[src/rtl/spd_pkg.sv]
package spd_pkg;
  localparam int SPD_DEPTH = 256;
  localparam int SPD_AW    = $clog2(SPD_DEPTH);

  typedef logic [SPD_DEPTH-1:0][7:0] spd_image_t;

  typedef enum logic [3:0] {
    ST_IDLE, ST_RX_DEV, ST_ACK_DEV, ST_RX_WADDR, ST_ACK_WADDR,
    ST_RX_DATA, ST_ACK_DATA, ST_TX, ST_RACK
  } spd_state_e;

  // computed fill pattern used when no image is supplied
  function automatic spd_image_t default_image();
    spd_image_t img;
    for (int k = 0; k < SPD_DEPTH; k++) img[k] = 8'((k * 37 + 11) % 256);
    return img;
  endfunction

  // replace byte at pos with the 8-bit sum of every byte below it
  function automatic spd_image_t seal_image(spd_image_t raw, int pos);
    logic [7:0] s;
    s = 8'h00;
    for (int k = 0; k < pos; k++) s = s + raw[k];
    raw[pos] = s;
    return raw;
  endfunction
endpackage

[src/rtl/spd_line_sync.sv]
module spd_line_sync #(
  parameter int LINES  = 2,
  parameter int STAGES = 2
) (
  input  logic             clk,
  input  logic             rst_n,
  input  logic [LINES-1:0] d_i,
  output logic [LINES-1:0] lvl_o,
  output logic [LINES-1:0] rise_o,
  output logic [LINES-1:0] fall_o
);
  for (genvar g = 0; g < LINES; g++) begin : g_line
    logic [STAGES:0] chain;
    always_ff @(posedge clk or negedge rst_n) begin
      if (!rst_n) chain <= '1;
      else        chain <= {chain[STAGES-1:0], d_i[g]};
    end
    assign lvl_o[g]  = chain[STAGES-1];
    assign rise_o[g] = chain[STAGES-1] & ~chain[STAGES];
    assign fall_o[g] = ~chain[STAGES-1] & chain[STAGES];
  end
endmodule

[src/rtl/spd_store.sv]
module spd_store #(
  parameter int                 PROT_LIMIT = 128,
  parameter int                 CSUM_POS   = 63,
  parameter spd_pkg::spd_image_t INIT_IMAGE = spd_pkg::default_image()
) (
  input  logic                       clk,
  input  logic                       rst_n,
  input  logic                       wr_en,
  input  logic [spd_pkg::SPD_AW-1:0] wr_addr,
  input  logic [7:0]                 wr_data,
  output spd_pkg::spd_image_t        img_q
);
  localparam spd_pkg::spd_image_t SEALED = spd_pkg::seal_image(INIT_IMAGE, CSUM_POS);

  always_ff @(posedge clk or negedge rst_n) begin
    if (!rst_n) img_q <= SEALED;
    else if (wr_en && (int'(wr_addr) >= PROT_LIMIT)) img_q[wr_addr] <= wr_data;
  end
endmodule

[src/rtl/spd_bus_fsm.sv]
module spd_bus_fsm #(
  parameter logic [6:0] DEV_ADDR = 7'b1010000
) (
  input  logic                       clk,
  input  logic                       rst_n,
  input  logic                       scl_rise,
  input  logic                       scl_fall,
  input  logic                       sda_lvl,
  input  logic                       start_evt,
  input  logic                       stop_evt,
  input  logic [7:0]                 rd_data,
  output spd_pkg::spd_state_e        state_o,
  output logic [spd_pkg::SPD_AW-1:0] ctr_o,
  output logic                       sda_oe,
  output logic                       wr_en,
  output logic [spd_pkg::SPD_AW-1:0] wr_addr,
  output logic [7:0]                 wr_data
);
  import spd_pkg::*;

  spd_state_e st;
  logic [3:0] cnt;
  logic [7:0] sh, tx;
  logic       rw, mack;

  assign state_o = st;

  always_ff @(posedge clk or negedge rst_n) begin
    if (!rst_n) begin
      st <= ST_IDLE; cnt <= '0; sh <= '0; tx <= '0; rw <= 1'b0; mack <= 1'b0;
      ctr_o <= '0; sda_oe <= 1'b0; wr_en <= 1'b0; wr_addr <= '0; wr_data <= '0;
    end else begin
      wr_en <= 1'b0;
      if (stop_evt) begin
        st <= ST_IDLE; sda_oe <= 1'b0;
      end else if (start_evt) begin
        st <= ST_RX_DEV; cnt <= '0; sda_oe <= 1'b0;
      end else begin
        case (st)
          ST_RX_DEV, ST_RX_WADDR, ST_RX_DATA: begin
            if (scl_rise && cnt != 4'd8) begin
              sh  <= {sh[6:0], sda_lvl};
              cnt <= cnt + 4'd1;
            end else if (scl_fall && cnt == 4'd8) begin
              cnt <= '0;
              if (st == ST_RX_DEV) begin
                if (sh[7:1] == DEV_ADDR) begin
                  sda_oe <= 1'b1; rw <= sh[0]; st <= ST_ACK_DEV;
                end else st <= ST_IDLE;
              end else if (st == ST_RX_WADDR) begin
                sda_oe <= 1'b1; ctr_o <= sh; st <= ST_ACK_WADDR;
              end else begin
                sda_oe <= 1'b1; wr_en <= 1'b1; wr_addr <= ctr_o; wr_data <= sh;
                ctr_o <= ctr_o + 1'b1; st <= ST_ACK_DATA;
              end
            end
          end
          ST_ACK_DEV, ST_RACK: begin
            if (st == ST_RACK && scl_rise) mack <= ~sda_lvl;
            if (scl_fall) begin
              if ((st == ST_ACK_DEV && rw) || (st == ST_RACK && mack)) begin
                tx     <= {rd_data[6:0], 1'b0};
                sda_oe <= ~rd_data[7];
                ctr_o  <= ctr_o + 1'b1;
                cnt    <= 4'd1;
                st     <= ST_TX;
              end else if (st == ST_ACK_DEV) begin
                sda_oe <= 1'b0; st <= ST_RX_WADDR;
              end else st <= ST_IDLE;
            end
          end
          ST_ACK_WADDR, ST_ACK_DATA: begin
            if (scl_fall) begin
              sda_oe <= 1'b0; st <= ST_RX_DATA;
            end
          end
          ST_TX: begin
            if (scl_fall) begin
              if (cnt == 4'd8) begin
                sda_oe <= 1'b0; mack <= 1'b0; st <= ST_RACK;
              end else begin
                sda_oe <= ~tx[7]; tx <= {tx[6:0], 1'b0}; cnt <= cnt + 4'd1;
              end
            end
          end
          default: st <= ST_IDLE;
        endcase
      end
    end
  end
endmodule

[src/rtl/spd_eeprom_slave.sv]
module spd_eeprom_slave #(
  parameter logic [6:0]          DEV_ADDR    = 7'b1010000,
  parameter int                  PROT_LIMIT  = 128,
  parameter int                  CSUM_POS    = 63,
  parameter int                  SYNC_STAGES = 2,
  parameter spd_pkg::spd_image_t INIT_IMAGE  = spd_pkg::default_image()
) (
  input  logic clk,
  input  logic rst_n,
  input  logic scl_i,
  input  logic sda_i,
  output logic sda_oe
);
  import spd_pkg::*;
  localparam int LN_SCL = 0;
  localparam int LN_SDA = 1;

  logic [1:0] lvl, rise, fall;
  logic       start_evt, stop_evt, scl_fall;
  logic       wr_en;
  logic [SPD_AW-1:0] wr_addr, ctr;
  logic [7:0] wr_data;
  spd_image_t img_q;
  spd_state_e state;

  spd_line_sync #(.LINES(2), .STAGES(SYNC_STAGES)) u_sync (
    .clk(clk), .rst_n(rst_n), .d_i({sda_i, scl_i}),
    .lvl_o(lvl), .rise_o(rise), .fall_o(fall));

  assign scl_fall  = fall[LN_SCL];
  assign start_evt = fall[LN_SDA] & lvl[LN_SCL] & ~rise[LN_SCL];
  assign stop_evt  = rise[LN_SDA] & lvl[LN_SCL] & ~rise[LN_SCL];

  spd_bus_fsm #(.DEV_ADDR(DEV_ADDR)) u_fsm (
    .clk(clk), .rst_n(rst_n), .scl_rise(rise[LN_SCL]), .scl_fall(scl_fall),
    .sda_lvl(lvl[LN_SDA]), .start_evt(start_evt), .stop_evt(stop_evt),
    .rd_data(img_q[ctr]), .state_o(state), .ctr_o(ctr), .sda_oe(sda_oe),
    .wr_en(wr_en), .wr_addr(wr_addr), .wr_data(wr_data));

  spd_store #(.PROT_LIMIT(PROT_LIMIT), .CSUM_POS(CSUM_POS), .INIT_IMAGE(INIT_IMAGE)) u_store (
    .clk(clk), .rst_n(rst_n), .wr_en(wr_en), .wr_addr(wr_addr),
    .wr_data(wr_data), .img_q(img_q));
endmodule

[config.mk]
export PLATFORM = sky130hd
export DESIGN_NAME = spd_eeprom_slave
export DESIGN_NICKNAME = d
export VERILOG_FILES = /design/src/rtl/spd_pkg.sv /design/src/rtl/spd_line_sync.sv /design/src/rtl/spd_store.sv /design/src/rtl/spd_bus_fsm.sv /design/src/rtl/spd_eeprom_slave.sv
export SDC_FILE = /design/constraint.sdc
export NUM_CORES = 2
export LEC_CHECK = 0
export BUFFER_PORTS_ARGS = -buffer_cell sky130_fd_sc_hd__buf_4
export CORE_MARGIN = 1
export CORE_UTILIZATION = 57
export CTS_CLUSTER_SIZE = 16
export DETAILED_ROUTE_END_ITERATION = 16
export GPL_ROUTABILITY_DRIVEN = 0
export PLACE_DENSITY = 0.75
export REMOVE_ABC_BUFFERS = 1
export SYNTH_ARGS = -nofsm -noshare
export SYNTH_HDL_FRONTEND = slang
export SYNTH_HIERARCHICAL = 1
export SYNTH_SLANG_ARGS = --single-unit
[constraint.sdc]
create_clock -name clk -period 2.45 [get_ports clk]
set_input_delay 0.6125 -clock clk [delete_from_list [all_inputs] [get_ports clk]]
set_output_delay 0.6125 -clock clk [all_outputs]
set_load 0.02 [all_outputs]
; ---- After elaboration in Yosys (flattened, before gate mapping)
; Index checks and enable logic that the tools add are counted.
[op_classes]
n_addsub = 2
order_cmp = 4
eq_ne = 33
muxes = 63
n_bitwise = 20
reduce_logical = 24
[ops]
columns = operator, count
row1 = 2048-bit bitwise mux, 1
row2 = 8-bit two-way mux, 12
row3 = 4-bit two-way mux, 17
row4 = 8-bit binary-select mux with 8-bit select, 1
row5 = 8-bit demux with 8-bit select, 1
row6 = 8-bit one-hot mux with 2 select lines, 2
row7 = 7-bit AND reduction, 4
row8 = 1-bit two-way mux, 22
row9 = "4-bit by 3-bit inequality test with 1-bit output, second input constant", 5
row10 = "8-bit by 9-bit less-than comparator with 1-bit output, second input constant", 2
row11 = "4-bit by 3-bit equality test with 1-bit output, second input constant", 4
row12 = 4-bit one-hot mux with 4 select lines, 1
row13 = 8-bit AND reduction, 2
row14 = "2-bit by 1-bit inequality test with 1-bit output, second input constant", 6
row15 = 1-bit inverter, 12
row16 = 4-bit one-hot mux with 3 select lines, 1
row17 = 6-bit AND reduction, 2
row18 = "3-bit by 2-bit inequality test with 1-bit output, second input constant", 3
row19 = "8-bit by 1-bit adder with 8-bit output, second input constant", 1
row20 = 1-bit bitwise AND, 8
row21 = "4-bit by 2-bit equality test with 1-bit output, second input constant", 2
row22 = "4-bit equality test, second input constant", 2
row23 = "8-bit by 1-bit >= comparator with 1-bit output, second input constant", 1
row24 = "8-bit >= comparator, second input constant", 1
row25 = other kinds (20), 33
[totals]
reg_bits = 2106
input_bits = 4
elab_cells = 415

; ---- Depth between registers and ports, before layout
[depth]
ltp_word = 8
depth_mapped = 15
depth_no_buf = 9

; ---- Modules after synthesis
; Netlist, hierarchy kept.
[modules_own_cells]
columns = mod, instances, cells_each, area_per_inst_um2
row1 = spd_store, 1, 4417, 70566.4
row2 = spd_eeprom_slave, 1, 1356, 16734.8
row3 = spd_bus_fsm, 1, 270, 2864.0
row4 = spd_line_sync, 1, 12, 207.7

; ---- Least setup slack after synthesis
; No wires, ideal clock.
[synth_path]
kind = reg2reg
from = register u_fsm/ctr_o[3] (netlist name)
to = register u_fsm.sda_oe
setup_time_ps = 134
arrival_ps = 2495
t_required_ps = 2316
slack_ps = -179
stages_incl_launch_ff = 13
path_buffers = 4
synth_period_minus_slack_ps = 2629
cell_sequence = dfrtp_1 > buf_2 > buf_2 > nor2_1 > buf_2 > buf_2 > a22oi_1 > a21oi_1 > nor4_1 > nor4_1 > o22ai_1 > nor4bb_1 > nor4_2
[synth_via]
elab_chain_cells = 8
[synth_lines]
columns = element, line
row1 = from (decl), spd_bus_fsm.sv:13  ; output logic [spd_pkg::SPD_AW-1:0] ctr_o,
row2 = from (signal assigned), spd_bus_fsm.sv:64  ; ctr_o <= ctr_o + 1'b1;
row3 = 8-bit binary-select mux with 8-bit select, spd_eeprom_slave.sv:37  ; .rd_data(img_q[ctr]), .state_o(state), .ctr_o(ctr), .sda_oe(sda_oe),
row4 = 8-bit two-way mux (not written as such), spd_eeprom_slave.sv:37
row5 = 1-bit inverter, spd_bus_fsm.sv:63  ; sda_oe <= ~rd_data[7];
row6 = 1-bit two-way mux, spd_bus_fsm.sv:61  ; if ((st == ST_ACK_DEV && rw) || (st == ST_RACK && mack)) begin
row7 = 1-bit two-way mux, spd_bus_fsm.sv:60  ; if (scl_fall) begin
row8 = 1-bit one-hot mux with 4 select lines, spd_bus_fsm.sv:39  ; case (st)
row9 = 1-bit two-way mux, spd_bus_fsm.sv:36  ; end else if (start_evt) begin
row10 = 1-bit two-way mux, spd_bus_fsm.sv:34  ; if (stop_evt) begin
row11 = to (signal assigned), spd_bus_fsm.sv:63
row12 = to (signal assigned), spd_bus_fsm.sv:82  ; sda_oe <= ~tx[7]; tx <= {tx[6:0], 1'b0}; cnt <= cnt + 4'd1;
row13 = to (decl), spd_bus_fsm.sv:14  ; output logic sda_oe,
; Every way passes these cells. The select of a mux whose other input is x is not followed.
; A chain may end at the register's enable or synchronous reset.

; ---- Worst setup path after layout
[layout_path]
from = register u_fsm/ctr_o[0] (netlist name)
to = register u_fsm.sda_oe
; Same word-level chain as after synthesis.

==> impl_metrics.env <==
export IMPL_start_kind="flop"
export IMPL_peakVddDrop_mv=0.594
export IMPL_seq_area_frac_synth_pct=59.7
export IMPL_core_area_um2=157000
export IMPL_dpl_cell_area_um2=92200
export IMPL_ioPinCount=5
export IMPL_hpwl_um=130000
export IMPL_grt_pass1_vias=50900
export IMPL_cts_sinks=2105
export IMPL_htree_levels=4
export IMPL_cts_max_path_buffers=3
export IMPL_die_y_um=400
export IMPL_synth_warnings=6
export IMPL_clk_latency_ns=0.85
export IMPL_pre_cts_slack_ns=-1.14
export IMPL_dieArea_um2=160000
export IMPL_async_flop_share_pct=100
export IMPL_fin_crit_sh_pct=124
export IMPL_dr_pass1_iters=5
export IMPL_path_class="flop to flop"
export IMPL_netlist_area_um2=90400
export IMPL_antenna_cells=0
export IMPL_rsz0062_at_grt="yes"
export IMPL_start_util_pct=57.7
export IMPL_setup_slack_ns=-0.585
export IMPL_tightest_slew_ns=1.06
export IMPL_synth_edf_count=0
export IMPL_dieWidth_um=400
export IMPL_synthCells=6055
export IMPL_synth_area_per_cell_um2=14.9
export IMPL_hold_viol=0
export IMPL_p_leak_nw=43.9
export IMPL_avgRoutedWirePerCell_um=26.5
export IMPL_cts_tree="done"
export IMPL_worstSetupEndpointType="flop"
export IMPL_rows=145
export IMPL_antenna_found_initial=0
export IMPL_yosysUniqueCellTypes=102
export IMPL_vias_per_cell=6.07
export IMPL_clock_root_buffer="clkbuf_16"
export IMPL_status="finished with violations"
export IMPL_regArea_um2=54000
export IMPL_reg2reg_depth=14
export IMPL_drt_iter0_drc=3958
export IMPL_fin_skew_ns=0.0292
export IMPL_drc=0
export IMPL_grt_pass1_wl_um=318000
export IMPL_fin_area_um2=102000
export IMPL_cp_max_fo=8
export IMPL_clkTransAtPathRegs_ns=0.07
export IMPL_fmax_mhz=329
export IMPL_areaGrowthSynthToFinish_pct=12.4
export IMPL_cap_violations=0
export IMPL_p_per_area_nw_per_um2=672
export IMPL_violations="setup timing"
export IMPL_fin_hold_ws_ns=0.306
export IMPL_synth_flop_cell="dfrtp_1"
export IMPL_multi_input_area_um2=31400
export IMPL_finish_net_count=5470
export IMPL_fillers=10300
export IMPL_drive_above_1_share_pct=66.4
export IMPL_cts_buffers=203
export IMPL_drt_total_wl_um=204000
export IMPL_worstPathRequired_ns=3.18
export IMPL_track_usage_pct=26.1
export IMPL_setup_viol=8
export IMPL_ys_ff_latch=2105
export IMPL_drtAntennaViolNets=0
export IMPL_vias=46700
export IMPL_slew_violations=0
export IMPL_relSlewSlack_pct=29.3
export IMPL_grt_max_degree=111
export IMPL_hold_class="input port to async pin"
export IMPL_finalPower_mw=68.3
export IMPL_grt_overflow_total=0
export IMPL_cp_arrival_ns=3.76
export IMPL_period_needed_ns=3.04
export IMPL_numPortBuffers=4
## state kept, by name, indices dropped and copies added (netlist names)
register             count
u_sync/g_line.chain      6
u_fsm/sda_oe             1
u_fsm/ctr_o              8
u_fsm/wr_en              1
u_fsm/tx                 7
u_fsm/cnt                4
u_fsm/wr_addr            8
u_fsm/rw                 1
u_fsm/sh                 8
u_fsm/state_o            4
u_fsm/mack               1
u_fsm/wr_data            8
u_store/img_q         2048
## worst paths after layout
check	startpoint	slack, ns	end
max	u_fsm/ctr_o[0]	-0.59	u_fsm/sda_oe
max in group asynchronous	rst_n	1.01	u_store/img_q[674]
min	rst_n	0.31	u_store/img_q[258]
min in group clk	u_sync/g_line[0].chain[0]	0.35	u_sync/g_line[0].chain[1]
max reg2reg	u_fsm/ctr_o[0]	-0.59	u_fsm/sda_oe
min reg2reg	u_sync/g_line[0].chain[0]	0.35	u_sync/g_line[0].chain[1]
## worst max-delay path, cell delays in order (launching register included)
cell	delay, ns
dfrtp_4	0.50
buf_12	0.16
buf_16	0.15
buf_16	0.16
buf_12	0.16
buf_4	0.15
mux4_2	0.33
a22oi_1	0.10
a21oi_2	0.20
nor4_2	0.06
buf_4	0.16
nor4_4	0.28
o22ai_2	0.12
nor4bb_2	0.32
nor4_2	0.06
## cell families (layout without fill, tap and decap cells)
kind of cell	after synthesis	after routing	share of synthesized area, %
buffers and inverters	1408	998	6.79
AND/OR/NAND/NOR	404	404	3.63
multiplexers	1644	1644	26.0
flip-flops	2105	2105	59.7
XOR/XNOR	1	1	0.00969
AO/OA/AOI/OAI	489	489	3.83
adder cells (fa/ha/maj)	4	4	0.0526
## cells in the mapped netlist (5+ instances only)
| cell | count | area [µm²] |
|---|---|---|
| nor2_1 | 43 | 161 |
| clkbuf_8 | 5 | 68.8 |
| and3b_1 | 9 | 78.8 |
| or3_1 | 8 | 50.1 |
| mux4_1 | 31 | 815 |
| a2bb2oi_1 | 8 | 70.1 |
| dfrtp_1 | 1072 | 26800 |
| and4b_1 | 7 | 70.1 |
| buf_1 | 6 | 22.5 |
| o32ai_1 | 10 | 87.6 |
| clkbuf_1 | 1201 | 4510 |
| and3_1 | 6 | 37.5 |
| mux2_4 | 8 | 120 |
| mux2_2 | 1043 | 11700 |
| a22o_1 | 13 | 114 |
| o21ai_0 | 40 | 200 |
| buf_2 | 91 | 455 |
| buf_12 | 13 | 260 |
| dfstp_2 | 1033 | 27100 |
| mux4_2 | 412 | 9280 |
| buf_4 | 42 | 315 |
| buf_8 | 6 | 90.1 |
| nor3_1 | 28 | 140 |
| nand3_1 | 54 | 270 |
| nand3b_1 | 5 | 37.5 |
| mux2_1 | 11 | 124 |
| nor4_1 | 21 | 131 |
| o22ai_1 | 25 | 156 |
| a21o_1 | 8 | 60.1 |
| buf_6 | 30 | 338 |
| a221oi_1 | 23 | 201 |
| a22oi_1 | 148 | 1110 |
| a211oi_1 | 12 | 90.1 |
| nand2_1 | 52 | 195 |
| or4_1 | 7 | 52.6 |
| a31oi_1 | 14 | 87.6 |
| nor2b_1 | 12 | 75.1 |
| o221ai_1 | 34 | 298 |
| nor3_4 | 80 | 1300 |
| inv_1 | 7 | 26.3 |
| a21oi_1 | 109 | 546 |
| nand2b_1 | 15 | 93.8 |
| mux2i_1 | 139 | 1390 |
## area by class of cell
type                       instances  share of cell area, %
inverter                          10                 0.0369
tap                             2058                   2.53
clock inverter                    80                   1.09
multi-input combinational       2542                   30.9
clock buffer                     307                   5.84
timing repair buffer             601                   6.49
sequential                      2105                   53.2
## metal layers
layer,share of wire (%),up-vias,GRT usage [%]
met1,43,25100,37.6
met4,3.2,0,7.90
met5,0,-,0
met2,48,1263,40.9
li1,-,20000,-
met3,5.7,361,4.74
## placed cells by master (no fill, tap or decap), types with 25 or more instances in the layout
master | netlist | final
nand2_1 | 52 | 50
a22oi_1 | 148 | 103
o21ai_0 | 40 | 27
mux2i_1 | 139 | 134
mux2_2 | 1043 | 1042
a21oi_2 | 1 | 31
nor3_4 | 80 | 84
a22oi_2 | 0 | 45
mux4_2 | 412 | 417
a21oi_1 | 109 | 79
clkbuf_8 | 5 | 42
buf_12 | 13 | 110
clkbuf_16 | 0 | 208
clkinv_2 | 0 | 42
buf_4 | 42 | 439
o221ai_1 | 34 | 25
clkbuf_1 | 1201 | 60
mux4_1 | 31 | 26
dfrtp_1 | 1072 | 1059
nand3_1 | 54 | 42
nor2_1 | 43 | 38
dfstp_2 | 1033 | 1033
## per-stage QoR
| stage | util [%] | TNS [ns] | instances |
|---|---|---|---|
| after floorplan | - | -1197.45 | 4657 |
| after global placement | 58.8 | -7.46 | 7241 |
| after detailed placement | 58.8 | -7.76 | 7241 |
| after CTS | 64.3 | -4.09 | 7677 |
| after global routing | 64.8 | -4.98 | 7703 |
| final | 64.8 | -4.18 | 7703 |
## power breakdown
group | switching (mW) | total, mW | internal, mW
clock | 13.7 | 32.5 | 18.8
sequential | 0.0305 | 34.9 | 34.9
combinational | 0.741 | 0.920 | 0.178
total | 14.4 | 68.3 | 53.9
## repair_timing
action                                 in CTS  in global routing
pin swaps                                  18                 54
cloned                                     15                  4
gates resized for setup                   162                120
setup endpoints to repair                  10                109
buffers inserted                           32                 28
endpoints found under the hold margin     167                  0
hold buffers                                3                  0
Note: power is estimated with default switching activity, not from simulation.
